--- config.mk ---
export PLATFORM = sky130hd
export DESIGN_NAME = mem_scrub_ctrl
export DESIGN_NICKNAME = d
export VERILOG_FILES = /design/src/rtl/scrub_pkg.sv /design/src/rtl/scrub_interval_timer.sv /design/src/rtl/scrub_addr_walker.sv /design/src/rtl/scrub_seq_fsm.sv /design/src/rtl/mem_scrub_ctrl.sv
export SDC_FILE = /design/constraint.sdc
export NUM_CORES = 1
export LEC_CHECK = 0
export ABC_AREA = 1
export BUFFER_PORTS_ARGS = -buffer_cell sky130_fd_sc_hd__buf_2
export CAP_MARGIN = 10
export CORE_ASPECT_RATIO = 0.9
export CORE_MARGIN = 4
export CORE_UTILIZATION = 45
export CTS_BUF_LIST = sky130_fd_sc_hd__clkbuf_2
export DETAILED_ROUTE_END_ITERATION = 10
export PLACE_DENSITY = 0.75
export SYNTH_ARGS = -nofsm -noshare
export SYNTH_HDL_FRONTEND = slang
export SYNTH_SLANG_ARGS = --single-unit
--- constraint.sdc ---
create_clock -name clk -period 1.64 [get_ports clk]
set_clock_uncertainty 0.2 [all_clocks]
set_input_delay 0.492 -clock clk [delete_from_list [all_inputs] [get_ports clk]]
set_output_delay 0.492 -clock clk [all_outputs]
set_load 0.005 [all_outputs]
--- src/rtl/scrub_pkg.sv ---
// Shared types for the memory scrub controller.
// Assumes: one outstanding access at a time; no other state is shared.
package scrub_pkg;

    typedef enum logic [3:0] {
        ST_IDLE,
        ST_WAIT_TIMER,
        ST_READ,
        ST_CHECK,
        ST_WRITEBACK,
        ST_REREAD,
        ST_CLASSIFY,
        ST_REPORT,
        ST_NEXT
    } scrub_state_t;

    localparam logic KIND_CORR   = 1'b0;
    localparam logic KIND_UNCORR = 1'b1;
    localparam logic CLASS_SOFT  = 1'b0;
    localparam logic CLASS_HARD  = 1'b1;

endpackage

--- src/rtl/scrub_interval_timer.sv ---
// Down-counter that paces scrub visits.
// Loaded with the interval on `load`; counts down while `run` is high;
// `done` is raised in a running cycle once the count has reached zero.
// Assumes: load and run are never high together.
module scrub_interval_timer #(
    parameter int TMR_W = 16
) (
    input  logic             clk,
    input  logic             rst_n,
    input  logic             load,
    input  logic             run,
    input  logic [TMR_W-1:0] interval,
    output logic             done
);
    localparam logic [TMR_W-1:0] CNT_ZERO = '0;

    logic [TMR_W-1:0] cnt_q;

    // Count register: load, then decrement down to zero.
    always_ff @(posedge clk) begin
        if (!rst_n)
            cnt_q <= CNT_ZERO;
        else if (load)
            cnt_q <= interval;
        else if (run && cnt_q != CNT_ZERO)
            cnt_q <= cnt_q - 1'b1;
    end

    // Expiry flag.
    always_comb done = run && (cnt_q == CNT_ZERO);

    // a load takes the programmed interval.
    p_load_r3: assert property (@(posedge clk) disable iff (!rst_n)
        load |=> cnt_q == $past(interval));

    // while running, the count never increases.
    p_countdown_r3: assert property (@(posedge clk) disable iff (!rst_n)
        run && !load |=> cnt_q <= $past(cnt_q));

endmodule

--- src/rtl/scrub_addr_walker.sv ---
// Holds the current scrub address.
// `init` sets it to the window start; `step` moves it one location forward
// and wraps from the window end back to the window start.
// Assumes: start_addr <= end_addr; init and step are never high together.
module scrub_addr_walker #(
    parameter int ADDR_W = 8
) (
    input  logic              clk,
    input  logic              rst_n,
    input  logic              init,
    input  logic              step,
    input  logic [ADDR_W-1:0] start_addr,
    input  logic [ADDR_W-1:0] end_addr,
    output logic [ADDR_W-1:0] cur_addr
);
    localparam logic [ADDR_W-1:0] ADDR_ONE = {{(ADDR_W-1){1'b0}}, 1'b1};

    logic at_end;

    // End-of-window detect.
    always_comb at_end = (cur_addr == end_addr);

    // Address register: initialise, increment, wrap.
    always_ff @(posedge clk) begin
        if (!rst_n)
            cur_addr <= '0;
        else if (init)
            cur_addr <= start_addr;
        else if (step)
            cur_addr <= at_end ? start_addr : cur_addr + ADDR_ONE;
    end

    // stepping at the window end returns to the start.
    p_wrap_r2: assert property (@(posedge clk) disable iff (!rst_n)
        step && !init && at_end |=> cur_addr == $past(start_addr));

    // stepping inside the window moves up by exactly one.
    p_ascend_r2: assert property (@(posedge clk) disable iff (!rst_n)
        step && !init && !at_end |=> cur_addr == $past(cur_addr) + ADDR_ONE);

    // without init or step the address holds.
    p_hold_r2: assert property (@(posedge clk) disable iff (!rst_n)
        !init && !step |=> $stable(cur_addr));

endmodule

--- src/rtl/scrub_seq_fsm.sv ---
// Sequencer for one scrub visit: read, check, optional write-back and
// re-read, classification, report, then advance.
// Assumes: read data and flags are valid in the cycle the read is granted;
// a write completes in its grant cycle.
module scrub_seq_fsm
    import scrub_pkg::*;
#(
    parameter int ADDR_W = 8,
    parameter int DATA_W = 32
) (
    input  logic              clk,
    input  logic              rst_n,
    input  logic              enable,
    input  logic              timer_done,
    input  logic [ADDR_W-1:0] cur_addr,
    output logic              timer_load,
    output logic              timer_run,
    output logic              walk_init,
    output logic              walk_step,
    output logic              mem_req,
    output logic              mem_we,
    output logic [ADDR_W-1:0] mem_addr,
    output logic [DATA_W-1:0] mem_wdata,
    input  logic              mem_gnt,
    input  logic [DATA_W-1:0] mem_rdata,
    input  logic              mem_ce,
    input  logic              mem_ue,
    output logic              rpt_valid,
    output logic [ADDR_W-1:0] rpt_addr,
    output logic              rpt_kind,
    output logic              rpt_class
);
    scrub_state_t state_q, state_d;
    logic [DATA_W-1:0] data_q;
    logic ce_q, ue_q, hard_q;

    // Next-state selection.
    always_comb begin
        state_d = state_q;
        unique case (state_q)
            ST_IDLE:       if (enable) state_d = ST_WAIT_TIMER;
            ST_WAIT_TIMER: if (!enable) state_d = ST_IDLE;
                           else if (timer_done) state_d = ST_READ;
            ST_READ:       if (mem_gnt) state_d = ST_CHECK;
            ST_CHECK:      if (ue_q) state_d = ST_REPORT;
                           else if (ce_q) state_d = ST_WRITEBACK;
                           else state_d = ST_NEXT;
            ST_WRITEBACK:  if (mem_gnt) state_d = ST_REREAD;
            ST_REREAD:     if (mem_gnt) state_d = ST_CLASSIFY;
            ST_CLASSIFY:   state_d = ST_REPORT;
            ST_REPORT:     state_d = ST_NEXT;
            ST_NEXT:       state_d = enable ? ST_WAIT_TIMER : ST_IDLE;
            default:       state_d = ST_IDLE;
        endcase
    end

    // State register.
    always_ff @(posedge clk) begin
        if (!rst_n) state_q <= ST_IDLE;
        else        state_q <= state_d;
    end

    // Capture of the first read: corrected data and both flags.
    always_ff @(posedge clk) begin
        if (!rst_n) begin
            data_q <= '0;
            ce_q   <= 1'b0;
            ue_q   <= 1'b0;
        end else if (state_q == ST_READ && mem_gnt) begin
            data_q <= mem_rdata;
            ce_q   <= mem_ce;
            ue_q   <= mem_ue;
        end
    end

    // Capture of the re-read verdict: any flag means a hard fault.
    always_ff @(posedge clk) begin
        if (!rst_n)
            hard_q <= 1'b0;
        else if (state_q == ST_REREAD && mem_gnt)
            hard_q <= mem_ce || mem_ue;
    end

    // Control strobes for the timer and the walker.
    always_comb begin
        timer_load = (state_q == ST_IDLE && enable) || (state_q == ST_NEXT);
        timer_run  = (state_q == ST_WAIT_TIMER);
        walk_init  = (state_q == ST_IDLE);
        walk_step  = (state_q == ST_NEXT);
    end

    // Memory port drive.
    always_comb begin
        mem_req   = (state_q == ST_READ) || (state_q == ST_WRITEBACK) ||
                    (state_q == ST_REREAD);
        mem_we    = (state_q == ST_WRITEBACK);
        mem_addr  = cur_addr;
        mem_wdata = data_q;
    end

    // Error report drive.
    always_comb begin
        rpt_valid = (state_q == ST_REPORT);
        rpt_addr  = cur_addr;
        rpt_kind  = ue_q ? KIND_UNCORR : KIND_CORR;
        rpt_class = (ue_q || hard_q) ? CLASS_HARD : CLASS_SOFT;
    end

    // an ungranted request is held unchanged.
    p_hold_req_r9: assert property (@(posedge clk) disable iff (!rst_n)
        mem_req && !mem_gnt |=> mem_req && $stable(mem_addr) &&
                                $stable(mem_we) && $stable(mem_wdata));

    // a write is issued only for a correctable, not uncorrectable, read.
    p_wb_corr_r5: assert property (@(posedge clk) disable iff (!rst_n)
        mem_req && mem_we |-> ce_q && !ue_q);

    // the report strobe lasts one cycle.
    p_pulse_r10: assert property (@(posedge clk) disable iff (!rst_n)
        rpt_valid |=> !rpt_valid);

    // an uncorrectable report follows the check step directly.
    p_ue_direct_r8: assert property (@(posedge clk) disable iff (!rst_n)
        rpt_valid && rpt_kind |-> $past(state_q) == ST_CHECK);

    // disabled and idle means no request next cycle.
    p_idle_quiet_r11: assert property (@(posedge clk) disable iff (!rst_n)
        !enable && state_q == ST_IDLE |=> !mem_req);

endmodule

--- src/rtl/mem_scrub_ctrl.sv ---
// Top of the background memory scrub controller.
// Connects the pacing timer, the address walker and the visit sequencer.
// Assumes: start_addr <= end_addr and both are held steady while enabled.
module mem_scrub_ctrl #(
    parameter int ADDR_W = 8,
    parameter int DATA_W = 32,
    parameter int TMR_W  = 16
) (
    input  logic              clk,
    input  logic              rst_n,
    input  logic              enable,
    input  logic [TMR_W-1:0]  interval,
    input  logic [ADDR_W-1:0] start_addr,
    input  logic [ADDR_W-1:0] end_addr,
    output logic              mem_req,
    output logic              mem_we,
    output logic [ADDR_W-1:0] mem_addr,
    output logic [DATA_W-1:0] mem_wdata,
    input  logic              mem_gnt,
    input  logic [DATA_W-1:0] mem_rdata,
    input  logic              mem_ce,
    input  logic              mem_ue,
    output logic              rpt_valid,
    output logic [ADDR_W-1:0] rpt_addr,
    output logic              rpt_kind,
    output logic              rpt_class
);
    logic timer_load, timer_run, timer_done;
    logic walk_init, walk_step;
    logic [ADDR_W-1:0] cur_addr;

    scrub_interval_timer #(.TMR_W(TMR_W)) u_timer (
        .clk      (clk),
        .rst_n    (rst_n),
        .load     (timer_load),
        .run      (timer_run),
        .interval (interval),
        .done     (timer_done)
    );

    scrub_addr_walker #(.ADDR_W(ADDR_W)) u_walker (
        .clk        (clk),
        .rst_n      (rst_n),
        .init       (walk_init),
        .step       (walk_step),
        .start_addr (start_addr),
        .end_addr   (end_addr),
        .cur_addr   (cur_addr)
    );

    scrub_seq_fsm #(.ADDR_W(ADDR_W), .DATA_W(DATA_W)) u_seq (
        .clk        (clk),
        .rst_n      (rst_n),
        .enable     (enable),
        .timer_done (timer_done),
        .cur_addr   (cur_addr),
        .timer_load (timer_load),
        .timer_run  (timer_run),
        .walk_init  (walk_init),
        .walk_step  (walk_step),
        .mem_req    (mem_req),
        .mem_we     (mem_we),
        .mem_addr   (mem_addr),
        .mem_wdata  (mem_wdata),
        .mem_gnt    (mem_gnt),
        .mem_rdata  (mem_rdata),
        .mem_ce     (mem_ce),
        .mem_ue     (mem_ue),
        .rpt_valid  (rpt_valid),
        .rpt_addr   (rpt_addr),
        .rpt_kind   (rpt_kind),
        .rpt_class  (rpt_class)
    );

    // no request and no report while held in reset.
    p_reset_quiet_r1: assert property (@(posedge clk)
        !rst_n |=> !mem_req && !rpt_valid);

endmodule

==> key figures, run 1 <==
Setup path
  • FF-to-FF path depth: 11
  • RR Endpoint: u_timer.cnt_q[5]
  • CP required: approximately 0.95 ns
  • Worst Setup EP: rpt_valid
  • CP Class: reg2out
  • Critical-path maximum fanout: 5
  • RR Startpoint: u_seq.state_q[3]
  • Worst EP arrival: between 1 and 1.5 ns
  • Worst Setup SP: u_seq.state_q[1]
  • Startpoint types: register
  • Worst setup EP type: primary output
  • R2R Setup Slk: -0.31 ns

Detailed routing
  • DR vias: 4,524
  • Antenna Nets Post-Route: 0
  • DR WL/cell: about 18 um
  • Final WL: roughly 15 mm
  • DRC: 0
  • Drt initial violations: between 300 and 400
  • Vias per inst: roughly 5.5
  • Pre-antenna DRT Iters: 5

Synthesis
  • Syn avg cell area: 6.73 um2
  • Mapped Area: 3440 um2
  • Synth top area share: 36.6%
  • Leading area contributor after synthesis: dfxtp_1
  • Syn Inst Count: around 500
  • Yosys reg bits: 63
  • Count leader, synth: nand2_1
  • Mapped Nets: between 500 and 600
  • Post-synthesis sequential area ratio: 36.6%
  • FFs w/ async S/R, synth: 0%
  • Top post-synthesis cells by area: dfxtp_1 (37%), nand2_1 (9.9%), inv_1 (8.5%), a21oi_1 (8.0%), o21ai_0 (7.4%)
  • Ys Warns: 0
  • Synth Flop Type: dfxtp_1
  • Synth cell types: 39
  • Post-synth EDFFs: 0
  • Synth top cells by count: nand2_1 (91), inv_1 (78), dfxtp_1 (63)

Floorplanning
  • Initial Utilization: about 47%
  • Row Count: 29
  • Die W: between 100 and 150 um
  • Ports: 123
  • Die area: approximately 9000 um2
  • Die Height: 91.0 um
  • Core Region: about 7300 um2

Layout
  • Layout cells sized above 1: 53.3%
  • Area Growth Syn to Fin: 75.7%
  • Number of nets in the layout: 804
  • N_diodes: 0

Power
  • Total Power: a little over 0.01 W
  • P_leak: roughly 2.9 nW
  • Max VDD drop: a little under 900 uV
  • PwrDens: approximately 1700 nW/um2

CTS
  • TritonCTS Buffers: 9
  • CTS root buf: clkbuf_2
  • Clk Latency, worst-skew pair: around 0.52 ns
  • CTS clk-pin slew, worst paths: ~0.2 ns
  • Clock buffer depth: 2
  • Max H-tree Level: 3
  • CTS tree: built
  • TritonCTS Sinks: between 60 and 70

STA
  • Minimum hold slack: ~0.019 ns
  • RSZ-0062 raised after global routing: true
  • Tcrit/Tclk final: 129%
  • Slew margin rel.: between 70% and 80%
  • F_max: 0.471 GHz
  • Final setup viols: 112
  • Worst slew pin tran: 0.396 ns
  • Hold Vio Cnt, Final: 0
  • Max Slew Vio Count: 0
  • Tmin final: ~2.1 ns
  • Final WS setup: -0.482 ns

Global routing
  • Largest net degree at the start of global routing: 65
  • Initial antenna violation count: 0
  • Global-route wire length before repair: roughly 19 mm
  • Grt ovf: 0
  • Total track usage: between 20% and 30%
  • Number of global-route vias before repair: just over 4,000

Placed design
  • Final Wtd Congestion: roughly 0.88
  • Pre-CTS WS: -0.201 ns
  • IO Port Bufs: about 120
  • DP HPWL: a little over 7 mm

Min path
  • Hold Crit Class: in2reg

Outcome
  • Failing checks: setup timing
  • Outcome: finished with violations

Run
  • Max-Cap Viols: 0
==> layer usage <==
metal / vias up / GRT usage [%] / part of all wire [%]
met3: 62 / 7.36 / 9.6
met5: - / 0 / 0
met2: 296 / 43.0 / 50
met4: 0 / 10.8 / 3.8
met1: 2080 / 29.1 / 37
li1: 2086 / - / -
==> placed cells by master (no fill, tap or decap), types with 2 or more instances in the layout <==
| cell type | count |
|---|---|
| o21ai_2 | 18 |
| inv_1 | 73 |
| inv_2 | 6 |
| nand2_4 | 9 |
| dfxtp_4 | 5 |
| nor3_1 | 2 |
| dfxtp_2 | 42 |
| nand2_1 | 79 |
| inv_6 | 2 |
| o21ai_1 | 18 |
| xnor2_1 | 4 |
| nand3_4 | 5 |
| nand2_8 | 3 |
| ha_4 | 2 |
| nand4_1 | 2 |
| nand3_1 | 34 |
| clkbuf_2 | 9 |
| o21ai_4 | 2 |
| a31oi_1 | 2 |
| buf_2 | 88 |
| nor2_8 | 2 |
| buf_12 | 7 |
| nor2_4 | 11 |
| dfxtp_1 | 16 |
| clkinvlp_4 | 2 |
| dlygate4sd3_1 | 9 |
| nor2_2 | 5 |
| a21oi_2 | 17 |
| clkbuf_16 | 4 |
| o21ai_0 | 20 |
| buf_4 | 62 |
| nand2_2 | 9 |
| nor2_1 | 34 |
| nand3_2 | 10 |
| inv_4 | 2 |
| xor2_1 | 5 |
| buf_6 | 62 |
| a21oi_1 | 38 |
==> state kept, by name, summed over array words and instances, names as in the netlist <==
signal and flops:
u_seq.ue_q 1, u_walker.cur_addr 8, u_seq.hard_q 1, u_seq.mem_wdata 32, u_seq.state_q 4, u_timer.cnt_q 16, u_seq.ce_q 1
==> per-stage QoR <==
stage	cell area, um2	instances	util [%]	TNS, ns
3_5_place_dp	4420	744	60.9	-2.55
2_1_floorplan	3470	512	-	0
6_report	6050	830	83.4	-14.56
4_1_cts	5380	799	74.1	-9.18
3_3_place_gp	4420	744	60.9	-1.72
5_1_grt	6050	830	83.4	-20.77
==> final cells by class <==
class / count / area [um2]
clock inverter: 7 / 71.3
tap: 93 / 116
timing repair buffer: 233 / 1960
clock buffer: 9 / 45.0
multi-input combinational: 343 / 2200
fill: 416 / 1210
inverter: 82 / 318
sequential: 63 / 1330
==> power breakdown <==
group	internal (W)	switching (W)
clock network	0.000351	0.000665
logic	0.00329	0.00343
registers	0.00201	0.000352
==> kinds of logic after synthesis <==
group	after synthesis	synth area share, %
AND/OR/NAND/NOR	206	27.6
flip-flops	63	36.6
XOR/XNOR	10	2.54
buffers and inverters	110	14.1
adder cells (fa/ha/maj)	2	0.727
AO/OA/AOI/OAI	121	18.5
==> how the worst min path moves through the flow <==
stage | start | to | depth (start not counted)
6_report | mem_rdata[29] | u_seq.mem_wdata[29] | 3
5_1_grt | mem_rdata[13] | u_seq.mem_wdata[13] | 3
4_1_cts | mem_rdata[0] | u_seq.mem_wdata[0] | 3
3_5_place_dp | u_seq.mem_wdata[0] | u_seq.mem_wdata[0] | 2
3_3_place_gp | u_seq.mem_wdata[20] | u_seq.mem_wdata[20] | 2
2_1_floorplan | u_seq.ce_q | u_seq.ce_q | 2
==> what timing repair did <==
item                                    CTS  global route
setup buffers                            34            18
cloned                                    4             7
endpoints found under the setup margin   75            89
pin swaps                                28            21
gates resized for setup                 151           112
endpoints found under the hold margin     2             7
hold buffers                              2             7
==> worst max-delay path, cell delays in order (launching register included) <==
cell and delay (ns):
dfxtp_2 0.40, buf_6 0.14, nand2_4 0.07, nor2_2 0.16, buf_2 0.14
Power figures use the tool's default switching activity.
==> run 2: changes to the inputs <==
--- a/config.mk
+++ b/config.mk
@@ -8,7 +8,7 @@
 export ABC_AREA = 1
 export BUFFER_PORTS_ARGS = -buffer_cell sky130_fd_sc_hd__buf_2
 export CAP_MARGIN = 10
-export CORE_ASPECT_RATIO = 0.9
+export CORE_ASPECT_RATIO = 2
 export CORE_MARGIN = 4
 export CORE_UTILIZATION = 45
 export CTS_BUF_LIST = sky130_fd_sc_hd__clkbuf_2
==> run 2 against run 1 <==
Compared with the run above:
- the run still ends with setup timing left
- die area grew 0.91%
- largest cell class unchanged
- critical path depth is the same
- sequential share of layout area grew 0.48 points
- wire length down 2.4%
- first-iteration DRC count is 39% higher
- power grew 3.3%
- critical path type unchanged
- non-clock buffer count fell by 15
==> key figures, run 2 (same netlist as run 1, synthesis figures left out) <==
STA
  • Hold Vio Cnt, Final: 0
  • Final setup viols: 81
  • Slew margin rel.: roughly 75%
  • Tcrit/Tclk final: 127%
  • Final WS setup: -0.447 ns
  • F_max: 0.479 GHz
  • Worst slew pin tran: 0.368 ns
  • Max Slew Vio Count: 0
  • Tmin final: between 2 and 2.5 ns
  • RSZ-0062 raised after global routing: true

Global routing
  • Grt ovf: 0
  • Number of global-route vias before repair: 4,263
  • Total track usage: 23.8%
  • Initial antenna violation count: 1
  • Largest net degree at the start of global routing: between 60 and 70
  • Global-route wire length before repair: approximately 18 mm

Detailed routing
  • Antenna Nets Post-Route: 0
  • Drt initial violations: ~470
  • Met3 WL post-DR: ~1.0 mm
  • DRT met1 WL: between 4 and 5 mm
  • Pre-antenna DRT Iters: 6
  • Final WL: between 10 and 15 mm
  • Top sig layer: met4
  • DR vias: between 4,000 and 5,000
  • Metal2 WL: roughly 7.6 mm
  • DRC: 0
  • Vias per inst: around 5.5
  • DR WL/cell: around 18 um

Layout
  • Layout cells sized above 1: 54.1%
  • Most frequent cells in the layout: buf_2 (87), inv_1 (75), nand2_1 (65), buf_4 (60), buf_6 (59)
  • Largest register FFs: 32
  • Number of nets in the layout: a little under 800
  • Filler instances: 450
  • Area Growth Syn to Fin: 71.9%
  • Most common cell after layout, fill and taps aside: buf_2

Power
  • Combinational power share: 66.5%
  • Total Power: 0.0104 W
  • P_leak: 2.84 nW
  • Clock group share of total power: a little over a tenth
  • Share of power burned in registers: between 20% and 30%
  • NetSw: between 0.004 and 0.005 W
  • PwrDens: approximately 1800 nW/um2
  • Switching Fraction: 44.2%
  • Internal power: 0.00582 W
  • Max VDD drop: approximately 800 uV

Setup path
  • RR Endpoint: u_walker.cur_addr[7]
  • CP required: between 0.9 and 1 ns
  • FF-to-FF path depth: 10
  • Crit-path slowest cell: dfxtp_2
  • R2R Setup Slk: -0.38 ns
  • Crit-path max cell delay: just under 0.4 ns
  • Startpoint types: register
  • Worst setup EP type: primary output
  • CP Class: reg2out
  • Worst EP arrival: 1.39 ns
  • Crit-path cells: nor2_4 > nand3_2 > o21ai_2 > buf_2
  • RR Startpoint: u_walker.cur_addr[2]
  • Critical-path maximum fanout: 3

CTS
  • Max H-tree Level: 3
  • CTS clk-pin slew, worst paths: about 0.18 ns
  • CTS tree: built
  • Clk Latency, worst-skew pair: ~0.50 ns
  • CTS root buf: clkbuf_2
  • TritonCTS Sinks: between 60 and 70
  • Clock buffer depth: 2
  • TritonCTS Buffers: 9

Floorplanning
  • Ports: 123
  • Core Region: 7380 um2
  • Die area: between 9000 and 10,000 um2
  • Die W: approximately 70 um
  • Die Height: 132 um
  • Initial Utilization: a little under half
  • Row Count: 44

Min path
  • Hold Path Stages: 3
  • Hold Crit Class: in2reg
  • Hold EP: u_seq.mem_wdata[14]
  • Hold path startpoint: mem_rdata[14]

Placed design
  • Pre-CTS WS: -0.221 ns
  • IO Port Bufs: between 100 and 150
  • Final Wtd Congestion: between 0.8 and 0.9
  • DP HPWL: 6.94 mm

Outcome
  • Outcome: finished with violations
  • Failing checks: setup timing

Run
  • Max-Cap Viols: 0
-- run 2: cell types whose count changed in the layout (fill, tap and decap cells not counted), sizes merged, moves of 2 or more --
cell / before / now
buf: 220 / 213
clkbuf: 13 / 11
dlygate4sd3: 9 / 4
inv: 83 / 81
-- run 2: power groups by stage --
stage	Clock, W	Sequential (W)	Combinational, W
4_1_cts	0.00113	0.00230	0.00529
5_1_grt	0.00120	0.00240	0.00735
3_3_place_gp	0	0.00224	0.00401
3_5_place_dp	0	0.00225	0.00411
6_report	0.00111	0.00238	0.00694
2_1_floorplan	0	0.00230	0.00257
-- run 2: through the flow --
| step | hold slack, ns | cells | util [%] | instance area [um2] | setup TNS [ns] |
|---|---|---|---|---|---|
| floorplan | 0.230 | 512 | - | 3470 | 0 |
| global placement | 0.228 | 749 | 60.5 | 4470 | -1.93 |
| detailed placement | 0.232 | 749 | 60.5 | 4470 | -2.74 |
| CTS | 0.000293 | 800 | 71.6 | 5280 | -9.25 |
| global route | 0.00199 | 814 | 80.3 | 5920 | -17.57 |
| finish | 0.0614 | 814 | 80.3 | 5920 | -10.73 |
-- run 2: timing repair --
item	CTS	global route
pin swaps	18	34
hold buffers	4	0
gates resized for setup	118	138
gates cloned	5	2
buffers inserted	28	14
hold endpoints to repair	4	0
endpoints found under the setup margin	76	106
-- run 2: worst max path at each step --
stage,startpoint,slack (ns),to
5_1_grt,u_seq.state_q[3],-0.59,mem_req
4_1_cts,u_seq.state_q[3],-0.45,mem_req
3_5_place_dp,end_addr[1],-0.22,u_walker.cur_addr[0]
2_1_floorplan,u_timer.cnt_q[0],0.008,u_timer.cnt_q[9]
6_report,u_seq.state_q[3],-0.45,mem_req
3_3_place_gp,end_addr[0],-0.15,u_walker.cur_addr[0]
-- run 2: critical path, delay by kind of cell (launching register included) --
family                 cells  cell delay [ns]
AOI/OAI and AO/OA          1             0.10
buffers and inverters      1             0.14
DFF                        1             0.39
and+or+nand+nor            2             0.27
-- run 2: cell type report --
| type | count | area (um2) | share of cell area (%) |
|---|---|---|---|
| diodes | 1 | 2.50 | 0.0423 |
| clock buffers | 10 | 50.0 | 0.845 |
| clock inverters | 6 | 85.1 | 1.44 |
| inverters | 82 | 315 | 5.33 |
| multi-input cells | 342 | 2270 | 38.3 |
| flip-flops and latches | 63 | 1330 | 22.5 |
| well taps | 92 | 115 | 1.94 |
| repair buffers | 218 | 1750 | 29.6 |
-- run 2: per-layer routing --
metal / global-route usage (%) / vias to the layer above
met2: 43.9 / 288
met5: 0 / -
li1: - / 2049
met1: 23.1 / 2079
met4: 14.7 / 0
met3: 5.58 / 91
